--- src/rtl/uls_pkg.sv ---
// Package: shared constants for the UART line status tracker.
// Assumes the error vector carries parity, framing and break in that bit order.
package uls_pkg;
    localparam int ERR_W     = 3;
    localparam int ERR_PAR   = 0;
    localparam int ERR_FRM   = 1;
    localparam int ERR_BRK   = 2;
    localparam int ST_READY  = 0;
    localparam int ST_OVRUN  = 1;
    localparam int ST_HEAD0  = 2;   // first of the ERR_W head error bits
    localparam int ST_THRE   = 5;
    localparam int ST_TEMT   = 6;
    localparam int ST_FIFOER = 7;
endpackage

--- src/rtl/uls_rx_fifo.sv ---
// Module: receive FIFO of data and error bits, with a count of errored entries.
// Assumes: pushes into a full FIFO are dropped unless a pop frees a slot in the
// same cycle; pops on an empty FIFO are ignored. It also reports when a new
// character becomes the head, and that character's error bits.
module uls_rx_fifo #(
    parameter int DATA_W = 8,
    parameter int DEPTH  = 16,
    parameter int ERR_W  = 3
) (
    input  logic              clk,
    input  logic              rst_n,
    input  logic              push,
    input  logic [DATA_W-1:0] push_data,
    input  logic [ERR_W-1:0]  push_err,
    input  logic              pop,
    output logic [DATA_W-1:0] head_data,
    output logic              not_empty,
    output logic              full,
    output logic              arrive,
    output logic [ERR_W-1:0]  arrive_err,
    output logic              err_push,
    output logic              err_left
);
    localparam int PTR_W = (DEPTH > 1) ? $clog2(DEPTH) : 1;
    localparam int CNT_W = $clog2(DEPTH + 1);
    localparam int ENT_W = DATA_W + ERR_W;

    logic [ENT_W-1:0] mem [DEPTH];
    logic [PTR_W-1:0] wr_ptr, rd_ptr, rd_nxt_ptr;
    logic [CNT_W-1:0] count, err_cnt, err_cnt_nxt;
    logic             push_ok, pop_ok, head_has_err;
    logic [ERR_W-1:0] head_err, next_err;

    // Pointer advance with wrap for any depth
    function automatic logic [PTR_W-1:0] inc_ptr(input logic [PTR_W-1:0] p);
        return (p == PTR_W'(DEPTH - 1)) ? '0 : p + 1'b1;
    endfunction

    // Accept and remove decisions for this cycle
    always_comb begin
        pop_ok     = pop && (count != '0);
        push_ok    = push && ((count != CNT_W'(DEPTH)) || pop_ok);
        full       = (count == CNT_W'(DEPTH));
        not_empty  = (count != '0);
        rd_nxt_ptr = inc_ptr(rd_ptr);
        head_data  = mem[rd_ptr][DATA_W-1:0];
        head_err   = mem[rd_ptr][ENT_W-1:DATA_W];
        next_err   = mem[rd_nxt_ptr][ENT_W-1:DATA_W];
    end

    // New-head detection and the errors the new head carries
    always_comb begin
        arrive     = 1'b0;
        arrive_err = '0;
        if (push_ok && ((count == '0) || (count == CNT_W'(1) && pop_ok))) begin
            arrive     = 1'b1;
            arrive_err = push_err;
        end else if (pop_ok && (count > CNT_W'(1))) begin
            arrive     = 1'b1;
            arrive_err = next_err;
        end
    end

    // Errored-entry count after this cycle's push and pop
    always_comb begin
        head_has_err = |head_err;
        err_push     = push_ok && (|push_err);
        err_cnt_nxt  = err_cnt + {{(CNT_W-1){1'b0}}, err_push}
                               - {{(CNT_W-1){1'b0}}, pop_ok && head_has_err};
        err_left     = (err_cnt_nxt != '0);
    end

    // Storage write; entries carry no reset
    always_ff @(posedge clk) begin
        if (push_ok) begin
            mem[wr_ptr] <= {push_err, push_data};
        end
    end

    // Pointers and counters
    always_ff @(posedge clk) begin
        if (!rst_n) begin
            wr_ptr  <= '0;
            rd_ptr  <= '0;
            count   <= '0;
            err_cnt <= '0;
        end else begin
            if (push_ok) wr_ptr <= inc_ptr(wr_ptr);
            if (pop_ok)  rd_ptr <= rd_nxt_ptr;
            count   <= count + {{(CNT_W-1){1'b0}}, push_ok}
                             - {{(CNT_W-1){1'b0}}, pop_ok};
            err_cnt <= err_cnt_nxt;
        end
    end
endmodule

--- src/rtl/uls_sticky.sv ---
// Module: one sticky status flag.
// Assumes set has priority over clear, so an event that coincides with a read is kept.
module uls_sticky (
    input  logic clk,
    input  logic rst_n,
    input  logic set,
    input  logic clr,
    output logic q
);
    // Hold, set or clear the flag
    always_ff @(posedge clk) begin
        if (!rst_n) q <= 1'b0;
        else        q <= set | (q & ~clr);
    end
endmodule

--- src/rtl/uls_tx_status.sv ---
// Module: transmit-side empty flags.
// Assumes the holding register lowers thr_empty by the cycle after a write, and
// that tsr_empty comes from the shift register.
module uls_tx_status (
    input  logic clk,
    input  logic rst_n,
    input  logic thr_write,
    input  logic thr_empty,
    input  logic tsr_empty,
    output logic thre,
    output logic temt
);
    // Holding-empty and transmitter-empty tracking; a write wins
    always_ff @(posedge clk) begin
        if (!rst_n) begin
            thre <= 1'b1;
            temt <= 1'b1;
        end else begin
            thre <= !thr_write && (thr_empty || thre);
            temt <= !thr_write && thr_empty && tsr_empty;
        end
    end
endmodule

--- src/rtl/uart_line_status.sv ---
// Module: UART line status tracker top.
// Combines the receive FIFO, the sticky head and overrun flags, the FIFO-error
// aggregate and the transmit empty flags into one read-to-clear status word.
module uart_line_status #(
    parameter int DATA_W = 8,
    parameter int DEPTH  = 16
) (
    input  logic              clk,
    input  logic              rst_n,
    input  logic              rx_push,
    input  logic [DATA_W-1:0] rx_push_data,
    input  logic [2:0]        rx_push_err,
    input  logic              rx_pop,
    output logic [DATA_W-1:0] rx_data,
    input  logic              thr_write,
    input  logic              thr_empty,
    input  logic              tsr_empty,
    input  logic              status_rd,
    output logic [7:0]        status
);
    import uls_pkg::*;

    logic             fifo_ready, fifo_full, head_arrive, err_push, err_left;
    logic [ERR_W-1:0] arrive_err, head_flag;
    logic             ovr_flag, thre, temt, fifo_err_q;

    uls_rx_fifo #(.DATA_W(DATA_W), .DEPTH(DEPTH), .ERR_W(ERR_W)) u_fifo (
        .clk(clk), .rst_n(rst_n),
        .push(rx_push), .push_data(rx_push_data), .push_err(rx_push_err),
        .pop(rx_pop), .head_data(rx_data), .not_empty(fifo_ready),
        .full(fifo_full), .arrive(head_arrive), .arrive_err(arrive_err),
        .err_push(err_push), .err_left(err_left)
    );

    // One sticky flag per head error bit
    for (genvar i = 0; i < ERR_W; i++) begin : g_head
        uls_sticky u_flag (
            .clk(clk), .rst_n(rst_n),
            .set(head_arrive && arrive_err[i]), .clr(status_rd),
            .q(head_flag[i])
        );
    end

    uls_sticky u_ovr (
        .clk(clk), .rst_n(rst_n),
        .set(rx_push && fifo_full && !rx_pop), .clr(status_rd),
        .q(ovr_flag)
    );

    uls_tx_status u_tx (
        .clk(clk), .rst_n(rst_n), .thr_write(thr_write),
        .thr_empty(thr_empty), .tsr_empty(tsr_empty),
        .thre(thre), .temt(temt)
    );

    // Aggregate FIFO error: set on an errored push, read clears only when none remain
    always_ff @(posedge clk) begin
        if (!rst_n) fifo_err_q <= 1'b0;
        else        fifo_err_q <= err_push || (status_rd ? err_left : fifo_err_q);
    end

    // Assemble the status word
    always_comb begin
        status                               = '0;
        status[ST_READY]                     = fifo_ready;
        status[ST_OVRUN]                     = ovr_flag;
        status[ST_HEAD0 +: ERR_W]            = head_flag;
        status[ST_THRE]                      = thre;
        status[ST_TEMT]                      = temt;
        status[ST_FIFOER]                    = fifo_err_q;
    end
endmodule

--- config.mk ---
export PLATFORM = sky130hd
export DESIGN_NAME = uart_line_status
export DESIGN_NICKNAME = d
export VERILOG_FILES = /design/src/rtl/uls_pkg.sv /design/src/rtl/uls_rx_fifo.sv /design/src/rtl/uls_sticky.sv /design/src/rtl/uls_tx_status.sv /design/src/rtl/uart_line_status.sv
export SDC_FILE = /design/constraint.sdc
export NUM_CORES = 1
export LEC_CHECK = 0
export ABC_AREA = 1
export CORE_ASPECT_RATIO = 2
export CORE_MARGIN = 3
export CORE_UTILIZATION = 65
export CTS_CLUSTER_DIAMETER = 120
export CTS_CLUSTER_SIZE = 30
export DETAILED_ROUTE_END_ITERATION = 10
export GPL_TIMING_DRIVEN = 0
export HOLD_SLACK_MARGIN = 0.1
export MAX_ROUTING_LAYER = met4
export PLACE_DENSITY = 0.92
export SYNTH_ARGS = -nofsm -noshare
export SYNTH_HDL_FRONTEND = slang
export SYNTH_SLANG_ARGS = --single-unit
--- constraint.sdc ---
create_clock -name clk -period 7.87 [get_ports clk]
set_input_delay 0.787 -clock clk [delete_from_list [all_inputs] [get_ports clk]]
set_output_delay 0.787 -clock clk [all_outputs]
set_load 0.02 [all_outputs]
==> results of run 1 <==
kinds of logic after synthesis:
family / share of synthesized area
XOR/XNOR: 0.00503
buffers and inverters: 0.0479
AND/OR/NAND/NOR: 0.136
flip-flops: 0.673
AO/OA/AOI/OAI: 0.108
adder cells (fa/ha/maj): 0.0304
worst paths after layout:
check | start | slack, ns | end | cells past startpoint
worst max register to register | register | 4.14 | fifo_err_q$_SDFF_PN0_ | 19
worst min-delay path | u_ovr.q$_SDFF_PN0_ | 0.48 | u_ovr.q$_SDFF_PN0_ | 2
worst min register to register | u_ovr.q$_SDFF_PN0_ | 0.48 | u_ovr.q$_SDFF_PN0_ | 2
worst max-delay path | register | 3.98 | rx_data[2] | 8
routing by layer:
| layer | vias to the layer above | routed length (µm) |
|---|---|---|
| li1 | 2810 | - |
| met1 | 3071 | 7070 |
| met2 | 498 | 12500 |
| met3 | 155 | 2000 |
| met4 | 0 | 2030 |
| met5 | - | 0 |
power breakdown:
| part | total (mW) | internal [mW] | switching, mW | leakage [nW] |
|---|---|---|---|---|
| clock network | 0.568 | 0.257 | 0.310 | 0.138 |
| logic | 1.05 | 0.356 | 0.690 | 1.34 |
| registers | 1.28 | 1.24 | 0.0347 | 1.83 |
| total | 2.89 | 1.86 | 1.04 | 3.31 |
sequential cells by signal, indices dropped and copies added, names as in the netlist, 3 cells and up, named ones only:
signal / cells
u_fifo.count: 5
u_fifo.err_cnt: 5
u_fifo.wr_ptr: 4
g_head.u_flag.q: 3
u_fifo.mem: 176
u_fifo.rd_ptr: 4
cell usage in the layout (no fill, tap or decap), drive strengths merged, types with 5 or more instances in the layout:
| master | Yosys | layout |
|---|---|---|
| o31ai | 6 | 6 |
| buf | 24 | 25 |
| o22ai | 9 | 9 |
| or2 | 5 | 5 |
| nor2 | 116 | 116 |
| o211ai | 12 | 12 |
| nand2 | 64 | 64 |
| clkdlybuf4s50 | 0 | 34 |
| a21oi | 23 | 23 |
| clkbuf | 22 | 35 |
| o21ai | 83 | 83 |
| o221ai | 23 | 23 |
| inv | 46 | 46 |
| dfxtp | 29 | 29 |
| ha | 18 | 18 |
| edfxtp | 176 | 176 |
| nand3 | 84 | 84 |
cell type report:
class	count	area, µm²	share of cell area
clock buffers	13	283	0.0296
flip-flops and latches	205	5870	0.614
plain buffers	46	238	0.0249
multi-input cells	459	2440	0.255
well taps	152	190	0.0199
clock inverters	1	7.51	0.000786
inverters	48	180	0.0189
repair buffers	35	352	0.0368
tightest hold or removal path, cell delays in order, from the launching register on:
cell and delay, ns:
sky130_fd_sc_hd__dfxtp_1 0.33, sky130_fd_sc_hd__nand2_1 0.06, sky130_fd_sc_hd__a21oi_1 0.06
==> summary.md, run 1 <==
| Metric | Value |
|---|---|
| Aggregate negative setup slack | 0 ns |
| Cell variety after synth | 33 |
| Post-CTS setup buffer count | 0 |
| Element type at the critical path start | register |
| Clock Sinks | around 210 |
| Placed Instances | 944 |
| Unrepaired setup endpoints after global routing | false |
| Placed cell area | roughly 9200 µm² |
| Final setup viols | 0 |
| Number of buffers created by CTS | 10 |
| Required time at the endpoint of the critical path | 7.08 ns |
| Pwr/cell area | approximately 300 nW/µm² |
| Total nets after synthesis | about 800 |
| Critical path data arrival time | 3.11 ns |
| Max-capacitance violation count | 0 |
| VDD IR max | 0.000279 V |
| Routed WL per cell | 24.6 µm |
| Post-place setup slack | between 4 and 5 ns |
| Total design power | about 2.9 mW |
| Count of unresolved DRC violations after routing | 0 |
| Iter 0 DRT Violations | between 600 and 700 |
| Effective utilization at floorplan | 0.667 |
| Total number of yosys warnings | 0 |
| Number of antenna diodes | 0 |
| Number of instances in the synthesized netlist | ~760 |
| Last weighted congestion value of the routability-driven placer | about 0.98 |
| Root buffer cell | sky130_fd_sc_hd__clkbuf_16 |
| Most frequently used flop master after synthesis | sky130_fd_sc_hd__edfxtp_1 |
| Critical Path, Cell by Cell | buf_2 -> inv_2 -> clkbuf_1 -> o21ai_0 -> o221ai_1 -> nand3_1 -> nand2_1 -> clkdlybuf4s50_1 |
| Height of the die | between 150 and 200 µm |
| Share of cells above drive strength 1 | 0.0607 |
| Count of buffer and inverter cells on the critical path | 4 |
| CTS H-Tree Depth | 1 |
| Worst-skew pair later-pin latency | roughly 0.47 ns |
| Critical setup path kind | register to output pin |
| Number of enable-type register cells in the synthesized netlist | 176 |
| Fin util | 0.731 |
| First-pass GRT wire length | 35,500 µm |
| Number of cell rows | ~60 |
| Leakage power figure | 3.31 nW |
| Input/output buffers | 34 |
| Grt peak-use layer | met2 |
| Slew margin rel. | 0.0396 |
| Crit path max fanout | 10 |
| Synth area leaders | sky130_fd_sc_hd__edfxtp_1, sky130_fd_sc_hd__dfxtp_1, sky130_fd_sc_hd__nor2_1, sky130_fd_sc_hd__nand3_1, sky130_fd_sc_hd__o21ai_0 |
| Fraction of met2 tracks used by global routing | 0.580 |
| Clock transition at path regs | 0.11 ns |
| Leading cell type by number of instances after synthesis | sky130_fd_sc_hd__edfxtp_1 |
| Cell taking the most area after synthesis | sky130_fd_sc_hd__edfxtp_1 |
| Number of nets in the finished design | ~840 |
| Post_cts resized | 0 |
| Wire length after detailed routing | between 20,000 and 25,000 µm |
| Vias in the first global route | between 6,000 and 7,000 |
| Final-report hold violation count | 0 |
| Post-route worst hold slack | between 0.4 and 0.5 ns |
| Die Wd | 87.9 µm |
| Result of the run | completed |
| Final Instance Count excl. Fillers | about 960 |
| Final ANT Viol Nets | 0 |
| DP HPWL | 16,500 µm |
| Clock period minus worst slack | between 3 and 4 ns |
| Pre-antenna DRT Iters | 9 |
| Core ar. | about 13,000 µm² |
| Maximum number of pins on one net before global-route repair | 32 |
| Vias post-DR | about 6,500 |
| Critical Path Sink Type | output pin |
| #FFs+latches synth | 205 |
| Clock tree from TritonCTS | yes |
| Fraction of registers with async set or reset after synthesis | 0 |
| Commonest cells in the netlist | sky130_fd_sc_hd__edfxtp_1, sky130_fd_sc_hd__nor2_1, sky130_fd_sc_hd__nand3_1, sky130_fd_sc_hd__o21ai_0, sky130_fd_sc_hd__nand2_1 |
| Hold buffers post-CTS | 0 |
| Area share of the largest cell type after synthesis | 0.606 |
| Delay-heaviest family, CP | buffers and inverters |
| M1 GR Usage | 0.312 |
| Final instance area | 9560 µm² |
| Setup ws final | roughly 4.0 ns |
| Via count normalized by instance count | between 6 and 7 |
| Layout filler cell count | between 800 and 900 |
| Largest buffer count on any clock path | 3 |
| Met3 track demand over resource | 0.0520 |
| Initial antenna violation count | 0 |
| Maximum single-stage delay on the critical path | approximately 0.60 ns |
| Number of placed I/O pins | 35 |
| Area overhead of the layout relative to synthesis | 9.63% |
| Final clock skew | between 0.015 and 0.02 ns |
| Post-synthesis instance area | approximately 8700 µm² |
| Master of the slowest instance on the critical path | sky130_fd_sc_hd__clkdlybuf4s50_1 |
| Slew Limit Fails | 0 |
| Average cell area after synthesis | 11.5 µm² |
| Final cycle utilization of the critical path | 0.495 |
| Type of the tightest min-delay check | register to register |
| Seq/Total Area, Yosys | 0.673 |
| Slew of the pin with the lowest slew margin | 1.44 ns |
| Global-route congestion overflow total | 0 |
| Total GRT Usage | 0.335 |
| Max Fclk | ~260 MHz |
| Area of the die | roughly 15,000 µm² |
Power figures use the tool's default switching activity.
==> run 2, diff against run 1 <==
- CORE_UTILIZATION: 65 -> 60
- PLACE_DENSITY: 0.92 -> 0.87
- clock period: 7.87 -> 4.1 ns (I/O delays scaled with it)
==> summary.md, run 2 (same netlist as run 1, synthesis figures left out) <==
| Metric | Value |
|---|---|
| Count of unresolved DRC violations after routing | 0 |
| Final instance area | about 9600 µm² |
| Largest register FFs | ~180 |
| Most flops, register | u_fifo.mem |
| Required time at the endpoint of the critical path | approximately 4.5 ns |
| Clock Sinks | between 200 and 250 |
| Slew of the pin with the lowest slew margin | ~1.3 ns |
| Share of cells above drive strength 1 | 0.0558 |
| Number of nets in the finished design | between 800 and 900 |
| Root buffer cell | sky130_fd_sc_hd__clkbuf_16 |
| Area overhead of the layout relative to synthesis | 9.99% |
| Hold buffers post-CTS | 0 |
| Element type at the critical path start | register |
| Final-report hold violation count | 0 |
| VDD IR max | 0.000362 V |
| Number of placed I/O pins | 35 |
| Clock transition at path regs | between 0.1 and 0.15 ns |
| Met3 track demand over resource | 0.0397 |
| Post_cts resized | 0 |
| Unrepaired setup endpoints after global routing | false |
| Critical path data arrival time | between 4 and 5 ns |
| Slew margin rel. | 0.161 |
| Number of antenna diodes | 0 |
| Slew Limit Fails | 0 |
| Last weighted congestion value of the routability-driven placer | between 0.9 and 1 |
| Final clock skew | around 0.022 ns |
| CTS H-Tree Depth | 1 |
| Largest registers in the final layout | u_fifo.mem x176, u_fifo.count x5, u_fifo.err_cnt x5 |
| Height of the die | around 180 µm |
| Critical setup path kind | register to register |
| Fraction of met2 tracks used by global routing | 0.486 |
| Worst-skew pair later-pin latency | between 0.4 and 0.5 ns |
| Initial antenna violation count | 0 |
| Core ar. | between 10,000 and 15,000 µm² |
| Pwr/cell area | between 500 and 600 nW/µm² |
| Commonest cells after routing, fill and taps aside | sky130_fd_sc_hd__edfxtp_1, sky130_fd_sc_hd__nor2_1, sky130_fd_sc_hd__nand3_1 |
| Most common cell after layout, fill and taps aside | sky130_fd_sc_hd__edfxtp_1 |
| Placed Instances | approximately 1,000 |
| Number of buffers created by CTS | 10 |
| Critical Path Sink Type | register |
| Max Fclk | approximately 270 MHz |
| Final cycle utilization of the critical path | 0.918 |
| Type of the tightest min-delay check | register to register |
| Wire length after detailed routing | 21,400 µm |
| Die Wd | about 91 µm |
| Aggregate negative setup slack | 0 ns |
| Count of buffer and inverter cells on the critical path | 5 |
| Input/output buffers | 34 |
| Master of the slowest instance on the critical path | sky130_fd_sc_hd__clkbuf_1 |
| Final Instance Count excl. Fillers | ~1,000 |
| Post-CTS setup buffer count | 0 |
| Clock tree from TritonCTS | yes |
| Clock period minus worst slack | 3.76 ns |
| Delay-heaviest family, CP | buffers and inverters |
| Pre-antenna DRT Iters | 7 |
| Multi-input gate area in the final layout | approximately 2400 µm² |
| Via count normalized by instance count | between 6 and 7 |
| Grt peak-use layer | met2 |
| Critical Path, Cell by Cell | clkbuf_1 -> inv_1 -> clkbuf_1 -> o211ai_1 -> a21oi_1 -> nor2_1 -> ha_1 -> inv_1 -> ha_1 -> inv_1 -> fa_1 -> o21ai_0 -> xor2_1 -> nand4_1 -> a21oi_1 -> nor2_1 |
| Cell with the most instances on the worst path | sky130_fd_sc_hd__inv_1 |
| First-pass GRT wire length | ~32,000 µm |
| Effective utilization at floorplan | 0.621 |
| Maximum number of pins on one net before global-route repair | 32 |
| Vias in the first global route | 6,176 |
| Number of cell rows | 61 |
| M1 GR Usage | 0.272 |
| Result of the run | completed |
| Global-route congestion overflow total | 0 |
| Final ANT Viol Nets | 0 |
| Largest buffer count on any clock path | 3 |
| Crit path max fanout | 10 |
| Layout filler cell count | about 1,000 |
| Sequential cell area in the final layout | between 5000 and 6000 µm² |
| Routed WL per cell | between 20 and 25 µm |
| Placed cell area | just over 9000 µm² |
| Post-route worst hold slack | 0.479 ns |
| Max-capacitance violation count | 0 |
| Total GRT Usage | 0.277 |
| Iter 0 DRT Violations | roughly 570 |
| Fin util | 0.683 |
| Leakage power figure | ~3.3 nW |
| Final setup viols | 0 |
| Area of the die | 16,100 µm² |
| Maximum single-stage delay on the critical path | approximately 0.5 ns |
| DP HPWL | between 10,000 and 15,000 µm |
| Vias post-DR | 6,250 |
## run 2: metal layers
layer  up-vias  part of all wire
li1       2807                 -
met2       396              0.54
met1      2928              0.31
met5         -                 0
met4         0             0.072
met3       119             0.076
## run 2: path summary, 6_finish.rpt
kind	startpoint	endpoint	slack, ns	cells after the start
worst max-delay path	register	fifo_err_q$_SDFF_PN0_	0.34	16
worst min-delay path	u_ovr.q$_SDFF_PN0_	u_ovr.q$_SDFF_PN0_	0.48	2
worst max register to register	register	fifo_err_q$_SDFF_PN0_	0.34	16
worst min register to register	u_ovr.q$_SDFF_PN0_	u_ovr.q$_SDFF_PN0_	0.48	2
## run 2: layout make-up
class | instances | share of cell area
flip-flops and latches | 205 | 0.612
plain buffers | 46 | 0.0248
clock buffers | 14 | 0.0299
inverters | 48 | 0.0188
clock inverters | 1 | 0.000783
repair buffers | 34 | 0.0355
multi-input cells | 459 | 0.254
well taps | 189 | 0.0247
## run 2: metrics by stage
stage                     worst slack (ns)  power [mW]
final                                0.336        5.51
after global placement               0.542        4.35
after floorplan                       1.22        3.71
after detailed placement             0.438        4.40
after CTS                            0.362        5.46
after global routing                0.0809        5.74
## run 2: report_power, final
| part | internal, mW | switching, mW |
|---|---|---|
| combinational | 0.679 | 1.29 |
| clock | 0.497 | 0.593 |
| sequential | 2.38 | 0.0630 |
| total | 3.56 | 1.95 |
## run 2: worst reg2reg max path, cell delays in order, from the launching register on
cell,delay (ns)
sky130_fd_sc_hd__dfxtp_1,0.31
sky130_fd_sc_hd__clkbuf_1,0.25
sky130_fd_sc_hd__inv_1,0.15
sky130_fd_sc_hd__clkbuf_1,0.51
sky130_fd_sc_hd__o211ai_1,0.32
sky130_fd_sc_hd__a21oi_1,0.22
sky130_fd_sc_hd__nor2_1,0.11
sky130_fd_sc_hd__ha_1,0.28
sky130_fd_sc_hd__inv_1,0.05
sky130_fd_sc_hd__ha_1,0.16
sky130_fd_sc_hd__inv_1,0.06
sky130_fd_sc_hd__fa_1,0.42
sky130_fd_sc_hd__o21ai_0,0.25
sky130_fd_sc_hd__xor2_1,0.25
sky130_fd_sc_hd__nand4_1,0.12
sky130_fd_sc_hd__a21oi_1,0.14
sky130_fd_sc_hd__nor2_1,0.05
